## src/rtl/pps_pkg.sv

```systemverilog
package pps_pkg;
  localparam int ID_W = 10;
  localparam logic [ID_W-1:0] SPUR_ID = 10'd1023;
  localparam int PRIV_SRC = 32;
endpackage

```

## src/rtl/pps_cand.sv

```systemverilog
module pps_cand #(
  parameter int NUM_SRC  = 64,
  parameter int NUM_CPU  = 2,
  parameter int PRIV_CNT = 32,
  parameter int CPU_IDX  = 0
) (
  input  logic [NUM_SRC-1:0]                   en,
  input  logic [NUM_SRC-1:0]                   pend,
  input  logic [(NUM_SRC-PRIV_CNT)*NUM_CPU-1:0] tgt,
  output logic [NUM_SRC-1:0]                   cand
);
  // Private sources bypass targeting; shared ones need this CPU's target bit.
  for (genvar s = 0; s < NUM_SRC; s++) begin : g_src
    if (s < PRIV_CNT) begin : g_priv
      assign cand[s] = en[s] & pend[s];
    end else begin : g_shr
      assign cand[s] = en[s] & pend[s] & tgt[(s-PRIV_CNT)*NUM_CPU + CPU_IDX];
    end
  end
endmodule

```

## src/rtl/pps_argmin.sv

```systemverilog
module pps_argmin #(
  parameter int N  = 64,
  parameter int PW = 8,
  localparam int LV = $clog2(N),
  localparam int P  = 1 << LV
) (
  input  logic           clk,
  input  logic           rst,
  input  logic [N-1:0]    in_v,
  input  logic [N*PW-1:0] in_p,
  output logic           out_v,
  output logic [PW-1:0]  out_p,
  output logic [LV-1:0]  out_id
);
  // Level 0 holds the leaves; each higher level halves the width.
  // The left child always covers lower IDs, so taking left on equal
  // priority gives the lower-ID tie break.
  for (genvar l = 0; l <= LV; l++) begin : g_lvl
    localparam int W = P >> l;
    logic [W-1:0]         v;
    logic [W-1:0][PW-1:0] p;
    logic [W-1:0][LV-1:0] id;
    if (l == 0) begin : g_leaf
      for (genvar k = 0; k < W; k++) begin : g_k
        if (k < N) begin : g_real
          assign v[k]  = in_v[k];
          assign p[k]  = in_p[k*PW +: PW];
          assign id[k] = LV'(k);
        end else begin : g_pad
          assign v[k]  = 1'b0;
          assign p[k]  = '1;
          assign id[k] = LV'(k);
        end
      end
    end else begin : g_node
      for (genvar k = 0; k < W; k++) begin : g_k
        logic take_l;
        assign take_l = g_lvl[l-1].v[2*k] &&
                        (!g_lvl[l-1].v[2*k+1] ||
                         (g_lvl[l-1].p[2*k] <= g_lvl[l-1].p[2*k+1]));
        assign v[k]  = g_lvl[l-1].v[2*k] | g_lvl[l-1].v[2*k+1];
        assign p[k]  = take_l ? g_lvl[l-1].p[2*k]  : g_lvl[l-1].p[2*k+1];
        assign id[k] = take_l ? g_lvl[l-1].id[2*k] : g_lvl[l-1].id[2*k+1];
      end
    end
  end

  assign out_v  = g_lvl[LV].v[0];
  assign out_p  = g_lvl[LV].p[0];
  assign out_id = g_lvl[LV].id[0];

  for (genvar k = 0; k < N; k++) begin : g_chk
    // no valid leaf is more urgent than the winner
    p_leaf_not_better_r1: assert property (@(posedge clk) disable iff (rst)
      in_v[k] |-> (out_v && (out_p <= in_p[k*PW +: PW])));
    // an equal-priority leaf never has a lower ID than the winner
    p_tie_low_id_r8: assert property (@(posedge clk) disable iff (rst)
      (in_v[k] && (in_p[k*PW +: PW] == out_p)) |-> (out_id <= LV'(k)));
  end
endmodule

```

## src/rtl/pps_gate.sv

```systemverilog
module pps_gate
  import pps_pkg::*;
#(
  parameter int PW = 8
) (
  input  logic            clk,
  input  logic            rst,
  input  logic            win_v,
  input  logic [PW-1:0]   win_p,
  input  logic [ID_W-1:0] win_id,
  input  logic [1:0]      grp_dist,
  input  logic [1:0]      grp_cpu,
  input  logic [PW-1:0]   mask,
  input  logic [PW:0]     run,
  output logic            req,
  output logic [ID_W-1:0] id
);
  logic grp_on;
  logic publish;
  logic beats_run;

  assign grp_on    = (|grp_dist) && (|grp_cpu);
  assign publish   = grp_on && win_v && (win_p < mask);
  assign beats_run = ({1'b0, win_p} < run);

  always_ff @(posedge clk) begin
    if (rst) begin
      req <= 1'b0;
      id  <= SPUR_ID;
    end else begin
      id  <= publish ? win_id : SPUR_ID;
      req <= publish && beats_run;
    end
  end

  // a raised request always carries a published ID
  p_req_has_id_r6: assert property (@(posedge clk) disable iff (rst)
    req |-> (id != SPUR_ID));
  // a published ID was strictly under the mask one cycle earlier
  p_mask_strict_r5: assert property (@(posedge clk) disable iff (rst)
    (id != SPUR_ID) |-> ($past(win_p) < $past(mask)));
  // a raised request was strictly under the running priority
  p_run_strict_r6: assert property (@(posedge clk) disable iff (rst)
    req |-> ({1'b0, $past(win_p)} < $past(run)));
  // disabled groups silence the CPU on the next cycle
  p_grp_off_r7: assert property (@(posedge clk) disable iff (rst)
    (!(|grp_dist) || !(|grp_cpu)) |=> (!req && (id == SPUR_ID)));
endmodule

```

## src/rtl/prio_pend_sel.sv

```systemverilog
module prio_pend_sel
  import pps_pkg::*;
#(
  parameter int NUM_SRC = 64,
  parameter int NUM_CPU = 2,
  parameter int PRIO_W  = 8
) (
  input  logic                                clk,
  input  logic                                rst,
  input  logic [NUM_CPU*NUM_SRC-1:0]          src_en,
  input  logic [NUM_CPU*NUM_SRC-1:0]          src_pend,
  input  logic [(NUM_SRC-PRIV_SRC)*NUM_CPU-1:0] shr_tgt,
  input  logic [NUM_SRC*PRIO_W-1:0]           src_prio,
  input  logic [1:0]                          dist_grp_en,
  input  logic [NUM_CPU*2-1:0]                cpu_grp_en,
  input  logic [NUM_CPU*PRIO_W-1:0]           cpu_mask,
  input  logic [NUM_CPU*(PRIO_W+1)-1:0]       cpu_run,
  output logic [NUM_CPU-1:0]                  cpu_req,
  output logic [NUM_CPU*ID_W-1:0]             cpu_pend_id
);
  localparam int LV = $clog2(NUM_SRC);

  for (genvar c = 0; c < NUM_CPU; c++) begin : g_cpu
    logic [NUM_SRC-1:0] cand;
    logic               w_v;
    logic [PRIO_W-1:0]  w_p;
    logic [LV-1:0]      w_id;
    logic [ID_W-1:0]    pid;

    pps_cand #(
      .NUM_SRC (NUM_SRC),
      .NUM_CPU (NUM_CPU),
      .PRIV_CNT(PRIV_SRC),
      .CPU_IDX (c)
    ) u_cand (
      .en  (src_en[c*NUM_SRC +: NUM_SRC]),
      .pend(src_pend[c*NUM_SRC +: NUM_SRC]),
      .tgt (shr_tgt),
      .cand(cand)
    );

    pps_argmin #(
      .N (NUM_SRC),
      .PW(PRIO_W)
    ) u_tree (
      .clk   (clk),
      .rst   (rst),
      .in_v  (cand),
      .in_p  (src_prio),
      .out_v (w_v),
      .out_p (w_p),
      .out_id(w_id)
    );

    pps_gate #(
      .PW(PRIO_W)
    ) u_gate (
      .clk     (clk),
      .rst     (rst),
      .win_v   (w_v),
      .win_p   (w_p),
      .win_id  ({{(ID_W-LV){1'b0}}, w_id}),
      .grp_dist(dist_grp_en),
      .grp_cpu (cpu_grp_en[c*2 +: 2]),
      .mask    (cpu_mask[c*PRIO_W +: PRIO_W]),
      .run     (cpu_run[c*(PRIO_W+1) +: (PRIO_W+1)]),
      .req     (cpu_req[c]),
      .id      (pid)
    );

    assign cpu_pend_id[c*ID_W +: ID_W] = pid;

    // the published ID is either spurious or a real source number
    p_id_range_r2: assert property (@(posedge clk) disable iff (rst)
      (pid == SPUR_ID) || (pid < ID_W'(NUM_SRC)));
  end
endmodule

```

## config.mk

```make
export PLATFORM = sky130hd
export DESIGN_NAME = prio_pend_sel
export DESIGN_NICKNAME = d
export VERILOG_FILES = /design/src/rtl/pps_pkg.sv /design/src/rtl/pps_cand.sv /design/src/rtl/pps_argmin.sv /design/src/rtl/pps_gate.sv /design/src/rtl/prio_pend_sel.sv
export SDC_FILE = /design/constraint.sdc
export NUM_CORES = 2
export LEC_CHECK = 0
export BUFFER_PORTS_ARGS = -buffer_cell sky130_fd_sc_hd__buf_2
export CORE_AREA = 2 2 346 348
export DETAILED_ROUTE_END_ITERATION = 16
export DIE_AREA = 0 0 348 350
export PLACE_DENSITY = 0.62
export SYNTH_ARGS = -nofsm -noshare
export SYNTH_HDL_FRONTEND = slang
export SYNTH_SLANG_ARGS = --single-unit
```

## constraint.sdc

```tcl
create_clock -name clk -period 15.2 [get_ports clk]
set_input_delay 3.04 -clock clk [delete_from_list [all_inputs] [get_ports clk]]
set_output_delay 3.04 -clock clk [all_outputs]
set_load 0.1 [all_outputs]
```

* Word-level counts from Yosys, hierarchy flattened
Index checks and enable logic that the tools add are counted.
W data, S select, Z words.
** Cells by class
- $add $sub $neg :: 0
- Multipliers :: 0
- Div/mod/pow operators :: 0
- Magnitude comparators :: 98
- Eq/ne operators :: 0
- Shift operators :: 0
- Multiplexer cells :: 254
- Bitwise operators :: 320
- Reductions and logical operators :: 391
** Operators by type and width (number)
- $mux W8 :: 126
- $le A8 B8 Y1 :: 94
- $mux W6 :: 62
- $and A1 B1 Y1 :: 192
- $logic_and A1 B1 Y1 :: 134
- $logic_not A1 Y1 :: 126
- $logic_or A1 B1 Y1 :: 126
- $or A1 B1 Y1 :: 126
- $mux W1 :: 64
- $mux W10 :: 2
- $lt A8 B9 Y1 :: 2
- $lt A8 B8 Y1 :: 2
- $reduce_or A2 Y1 :: 5
- $not A1 Y1 :: 2
** Storage, ports and cells
- Bits in registers :: 22
- Bits in latches :: 0
- RAM bits :: 0
- Bits in read-only memories :: 0
- Word-level logic and storage cells :: 1069
- Memories :: 0

* Logic depth before layout (Yosys ltp)
- Word-level depth :: 30
- Mapped depth :: 81

* Cells and area by module
From an unflattened synthesis, not the netlist that was laid out.
** Second synthesis, totals
- Cells, all modules :: 6087
- Area total of the unflattened synthesis :: 43461.7 um^2
** Modules (own cells, without submodules)
- pps_argmin (g_cpu[0].u_tree) :: instances 1, cells each 3003, area an instance 21066.5 um^2
- pps_argmin (g_cpu[1].u_tree) :: instances 1, cells each 2807, area an instance 20254.4 um^2
- pps_gate :: instances 2, cells each 74, area an instance 668.1 um^2
- pps_cand :: instances 2, cells each 64, area an instance 400.4 um^2
- prio_pend_sel :: instances 1, cells each 1, area an instance 3.8 um^2

* Worst setup path after synthesis
Ideal clock, no wire load.
- Path kind :: input port to flip-flop
- From :: input src_prio[319]
- To :: register g_cpu[0].u_gate.id[1]
- Arrival :: 16.106 ns
- Data required time :: 15.056 ns
- Slack :: -1.050 ns
- Cell stages on the path :: 72
- Buffers on the path :: 8
- Cell sequence :: inv_1 -> ha_1 -> nand3_1 -> nor3_1 -> nor3_1 -> nor3_1 -> mux2i_1 -> ha_1 -> a21o_1 -> a21o_1 -> a221o_1 -> inv_1 -> o31a_1 -> o221ai_1 -> a21o_1 -> clkbuf_1 -> o21ai_0 -> ha_1 -> (+36 left out) -> a21o_1 -> a21o_1 -> a21oi_1 -> o21ai_0 -> a31o_2 -> clkbuf_1 -> clkbuf_1 -> o22a_1 -> ha_1 -> a21oi_1 -> nor2b_1 -> o21ai_0 -> o211ai_1 -> a21oi_1 -> nand3b_1 -> or2_2 -> o221ai_2 -> o311ai_1
** On the way
- Word-level cells in the longest chain between the ends :: 28
- Elaborated cells between the ends (all ways) :: 33
- Classes of those cells :: order compare: 7; mux: 11; bitwise: 1; reduce/logical: 14
** RTL lines
- start, declared :: RTL line prio_pend_sel.sv:13 : input logic [NUM_SRC*PRIO_W-1:0] src_prio,
- $le A8 B8 Y1 :: RTL line pps_argmin.sv:40 : (g_lvl[l-1].p[2*k] <= g_lvl[l-1].p[2*k+1]));
- $logic_or A1 B1 Y1 :: RTL line pps_argmin.sv:39 : (!g_lvl[l-1].v[2*k+1] ||
- $logic_and A1 B1 Y1 :: RTL line pps_argmin.sv:38 : assign take_l = g_lvl[l-1].v[2*k] &&
- $mux W8 * :: RTL line pps_argmin.sv:42 : assign p[k] = take_l ? g_lvl[l-1].p[2*k] : g_lvl[l-1].p[2*k+1];
- $le A8 B8 Y1 :: RTL line pps_argmin.sv:40
- $logic_or A1 B1 Y1 :: RTL line pps_argmin.sv:39
- $logic_and A1 B1 Y1 :: RTL line pps_argmin.sv:38
- $mux W8 :: RTL line pps_argmin.sv:42
- (+12 left out)
- $le A8 B8 Y1 :: RTL line pps_argmin.sv:40
- $logic_or A1 B1 Y1 :: RTL line pps_argmin.sv:39
- $logic_and A1 B1 Y1 :: RTL line pps_argmin.sv:38
- $mux W8 :: RTL line pps_argmin.sv:42
- $lt A8 B8 Y1 :: RTL line pps_gate.sv:23 : assign publish = grp_on && win_v && (win_p < mask);
- $logic_and A1 B1 Y1 :: RTL line pps_gate.sv:23
- $not A1 Y1 (no source line)
- $reduce_or A2 Y1 (no source line)
- end signal, assigned :: RTL line pps_gate.sv:31 : id <= publish ? win_id : SPUR_ID;
- end, declared :: RTL line pps_gate.sv:16 : output logic [ID_W-1:0] id
Mark *: on every way between the ends. The rest lies on a longest branch, timed or not.
A chain may end at the register's enable or synchronous reset.

* Worst setup path after layout
- From :: input src_prio[353]
- To :: register g_cpu[1].u_gate.id[3]
** On the way
- Word-level cells in the longest chain between the ends :: 28
- Elaborated cells between the ends (all ways) :: 32
- Classes of those cells :: order compare: 7; mux: 10; bitwise: 1; reduce/logical: 14
** RTL lines (RTL line)
- $le A8 B8 Y1 :: pps_argmin.sv:40
- $logic_or A1 B1 Y1 :: pps_argmin.sv:39
- $logic_and A1 B1 Y1 :: pps_argmin.sv:38
- $mux W8 * :: pps_argmin.sv:42
- $le A8 B8 Y1 :: pps_argmin.sv:40
- $logic_or A1 B1 Y1 :: pps_argmin.sv:39
- $logic_and A1 B1 Y1 :: pps_argmin.sv:38
- $mux W8 * :: pps_argmin.sv:42
- (+12 left out)
- $le A8 B8 Y1 :: pps_argmin.sv:40
- $logic_or A1 B1 Y1 :: pps_argmin.sv:39
- $logic_and A1 B1 Y1 :: pps_argmin.sv:38
- $mux W8 :: pps_argmin.sv:42
- $lt A8 B8 Y1 :: pps_gate.sv:23
- $logic_and A1 B1 Y1 :: pps_gate.sv:23
- $not A1 Y1 (no source line)
- $reduce_or A2 Y1 (no source line)
- end signal, assigned :: pps_gate.sv:31
- end, declared :: pps_gate.sv:16
Marks and branches as above.

==> metrics <==
status=finished, final reports clean; Synthesized Nets=between 6000 and 7000; CTS max path bufs=2; grt total ovfl=0; Synth cell types=slightly above 100; number of antenna violations at the first check in global routing=21; CTS Buf Count=3; critical path class=input pin to flop; Slew headroom=18.4%; commonest non-fill, non-tap cells in the layout=895 x buf_2, 716 x ha_1, 695 x buf_4, 552 x inv_1, 430 x nand2_1; IO Port Bufs=895; clock slew at reported path FFs=0.05 ns; Inst Count DP=7896; H-tree depth=1; Arr. time, crit path=15.01 ns; Post-synth EDFFs=0; initial DRC count=2589; Max stage delay on crit path=0.37 ns; Layout area overhead=44.0%; I/O pins=896; post-layout min period=roughly 15 ns; Crit Path Max Fanout=7; worst hold path class=input pin to flop; CTS Root Cell=clkbuf_16; area occupied by multi-input gates=34600 µm²; async set-or-reset flop fraction in the synthesized netlist=0%; cts hold-fix bufs=0; Initial Util=29.2%; CTS tree=done; Slew Limit Fails=0; number of synthesized register bits=16; Final setup violation count=0; TritonRoute pass-1 iters=9; PwrDens=133 nW/µm²; Critical Path Slowest Stage Cell=a221o_1; share of cells above drive strength 1=35.3%; Comb power frac=98.1%; sequential share of the synthesized area=less than 1%; antenna viol nets, final=0; GPL Wtd Cong=around 0.98; drt wl/cell=20.6 µm; Std-Cell Core Area=between 100000 and 150000 µm²; NumNets Final=8171; Post-Synthesis Cells=5016; die area=122000 µm²; final WL=between 150 and 200 mm; detailed-route DRC error count=0; CTS sink count=16; Clk pwr share=0.8%; yosys warns=0; gr usage total=24.9%; Fmax=67.2 MHz; Top FF cell, synth=dfxtp_1; most frequent CP cell=o21a_1; CP endpoint kind=flop; die span in x=348 µm; Pleak=25.3 nW; Setup crit start kind=input pin; Fin. Hold Viols=0; P_sw=between 3 and 4 mW; Non-Filler Instances=slightly above 8000; register area=320 µm²; # rows=about 130; Vias per Instance=~5.4; fillers=around 12000; Mean Syn Cell Area=6.86 µm²; Worst Tran Pin Value=about 1.2 ns; Sw Share=approximately 51%; post-route clock period utilization=a little over nine tenths; worst path required time=around 15 ns; Setup TNS=0 ns; Vias=43500; Detail Placement HPWL=about 150 mm; Max Cap Viol=0; vias in the first global route=a little over 40000; first-pass GRT wire length=236 mm; Post-Syn Area=34400 µm²; leading cell type in the layout, fill and taps excluded=buf_2; RSZ-0062 raised after global routing=true; sequential share of power=1.1%; Internal Power=~3.2 mW; largest net degree at the start of global routing=23; Die H=350 µm; Worst IR Drop VDD=0.190 mV
[state kept, by name, summed over array words and instances (netlist names)]
register / flops
g_cpu.u_gate.id: 14
g_cpu.u_gate.req: 2
[metrics by stage]
step	power, mW	utilization, %	hold slack (ns)	cell area [µm²]	setup slack [ns]
floorplan	3.23	-	3.22	34600	0.00689
global placement	5.57	38.1	3.34	44900	-0.765
detailed placement	5.61	38.1	3.35	44900	-0.776
CTS	5.82	38.5	3.08	45300	0.00148
global route	7.19	42.0	3.10	49500	-0.353
finish	6.59	42.0	3.08	49500	0.322
[final timing paths]
| path | startpoint | to | slack, ns | depth (start not counted) |
|---|---|---|---|---|
| worst max-delay path | src_prio[353] | g_cpu[1].u_gate.id[3] | 0.32 | 71 |
| worst min-delay path | cpu_run[0] | g_cpu[0].u_gate.req | 3.08 | 3 |
[repair_timing]
item,4_1_cts,5_1_grt
resized for setup,57,680
setup endpoints to repair,16,16
cloned,1,7
setup buffers,10,154
pin swaps,8,190
[synthesized netlist by cell type, types with 15 or more instances]
master,instances,share of area [%]
ha_1,762,28
inv_1,566,6.2
a21oi_1,472,6.9
nand2_1,439,4.8
nor2_1,403,4.4
mux2i_1,370,11
o21ai_0,358,5.2
nand3_1,180,2.6
a21o_1,116,2.5
o21a_1,111,2.4
clkbuf_1,102,1.1
nor2b_1,101,1.8
mux2_2,96,3.1
nand4_1,88,1.6
nor3_1,67,0.97
and3_1,64,1.2
and2_1,44,0.80
o31a_1,42,1.1
nand2b_1,41,0.75
a211oi_1,40,0.87
o21ai_1,39,0.57
a31oi_1,38,0.69
o211ai_1,37,0.81
o31ai_1,25,0.55
a22oi_1,22,0.48
a2111oi_0,19,0.48
and4_1,19,0.48
o21bai_1,17,0.37
buf_2,16,0.23
dfxtp_1,16,0.93
or2_2,15,0.27
[cell type report]
cell class,count,area share [%]
inverter,571,4.34
timing repair buffer,1651,21.2
multi-input combinational,4292,69.8
antenna,6,0.0303
clock buffer,3,0.152
sequential,16,0.647
tap,1536,3.88
[routing by layer]
layer	wire (µm)	global-route usage, %
met3	7710	2.23
met2	81900	45.1
met4	4580	6.17
met1	71800	31.5
met5	112	0
[cell families after synthesis]
logic type,count (synthesis),synth area share [%]
DFF,16,0.931
xor gates and xnor gates,6,0.153
adders and majority gates,765,27.8
buffers and inverters,713,7.97
and+or+nand+nor,1523,21.1
AOI/OAI and AO/OA,1520,27.9
muxes,473,14.1
[power by group through the flow]
stage                     sequential [mW]  clock [mW]  combinational (mW)
after floorplan                     0.111           0                3.12
after global placement             0.0764           0                5.49
after detailed placement           0.0759           0                5.53
after CTS                          0.0750      0.0550                5.69
after global routing               0.0748      0.0565                7.06
final                              0.0742      0.0531                6.46
[worst max-delay path: cells and delay by family]
kind,cells,cell delay [ns]
AO/OA/AOI/OAI,34,6.08
multiplexers,1,0.23
AND/OR/NAND/NOR,20,2.43
buffers and inverters,9,1.14
adder cells (fa/ha/maj),7,2.09
(Power assumes the default switching activity.)
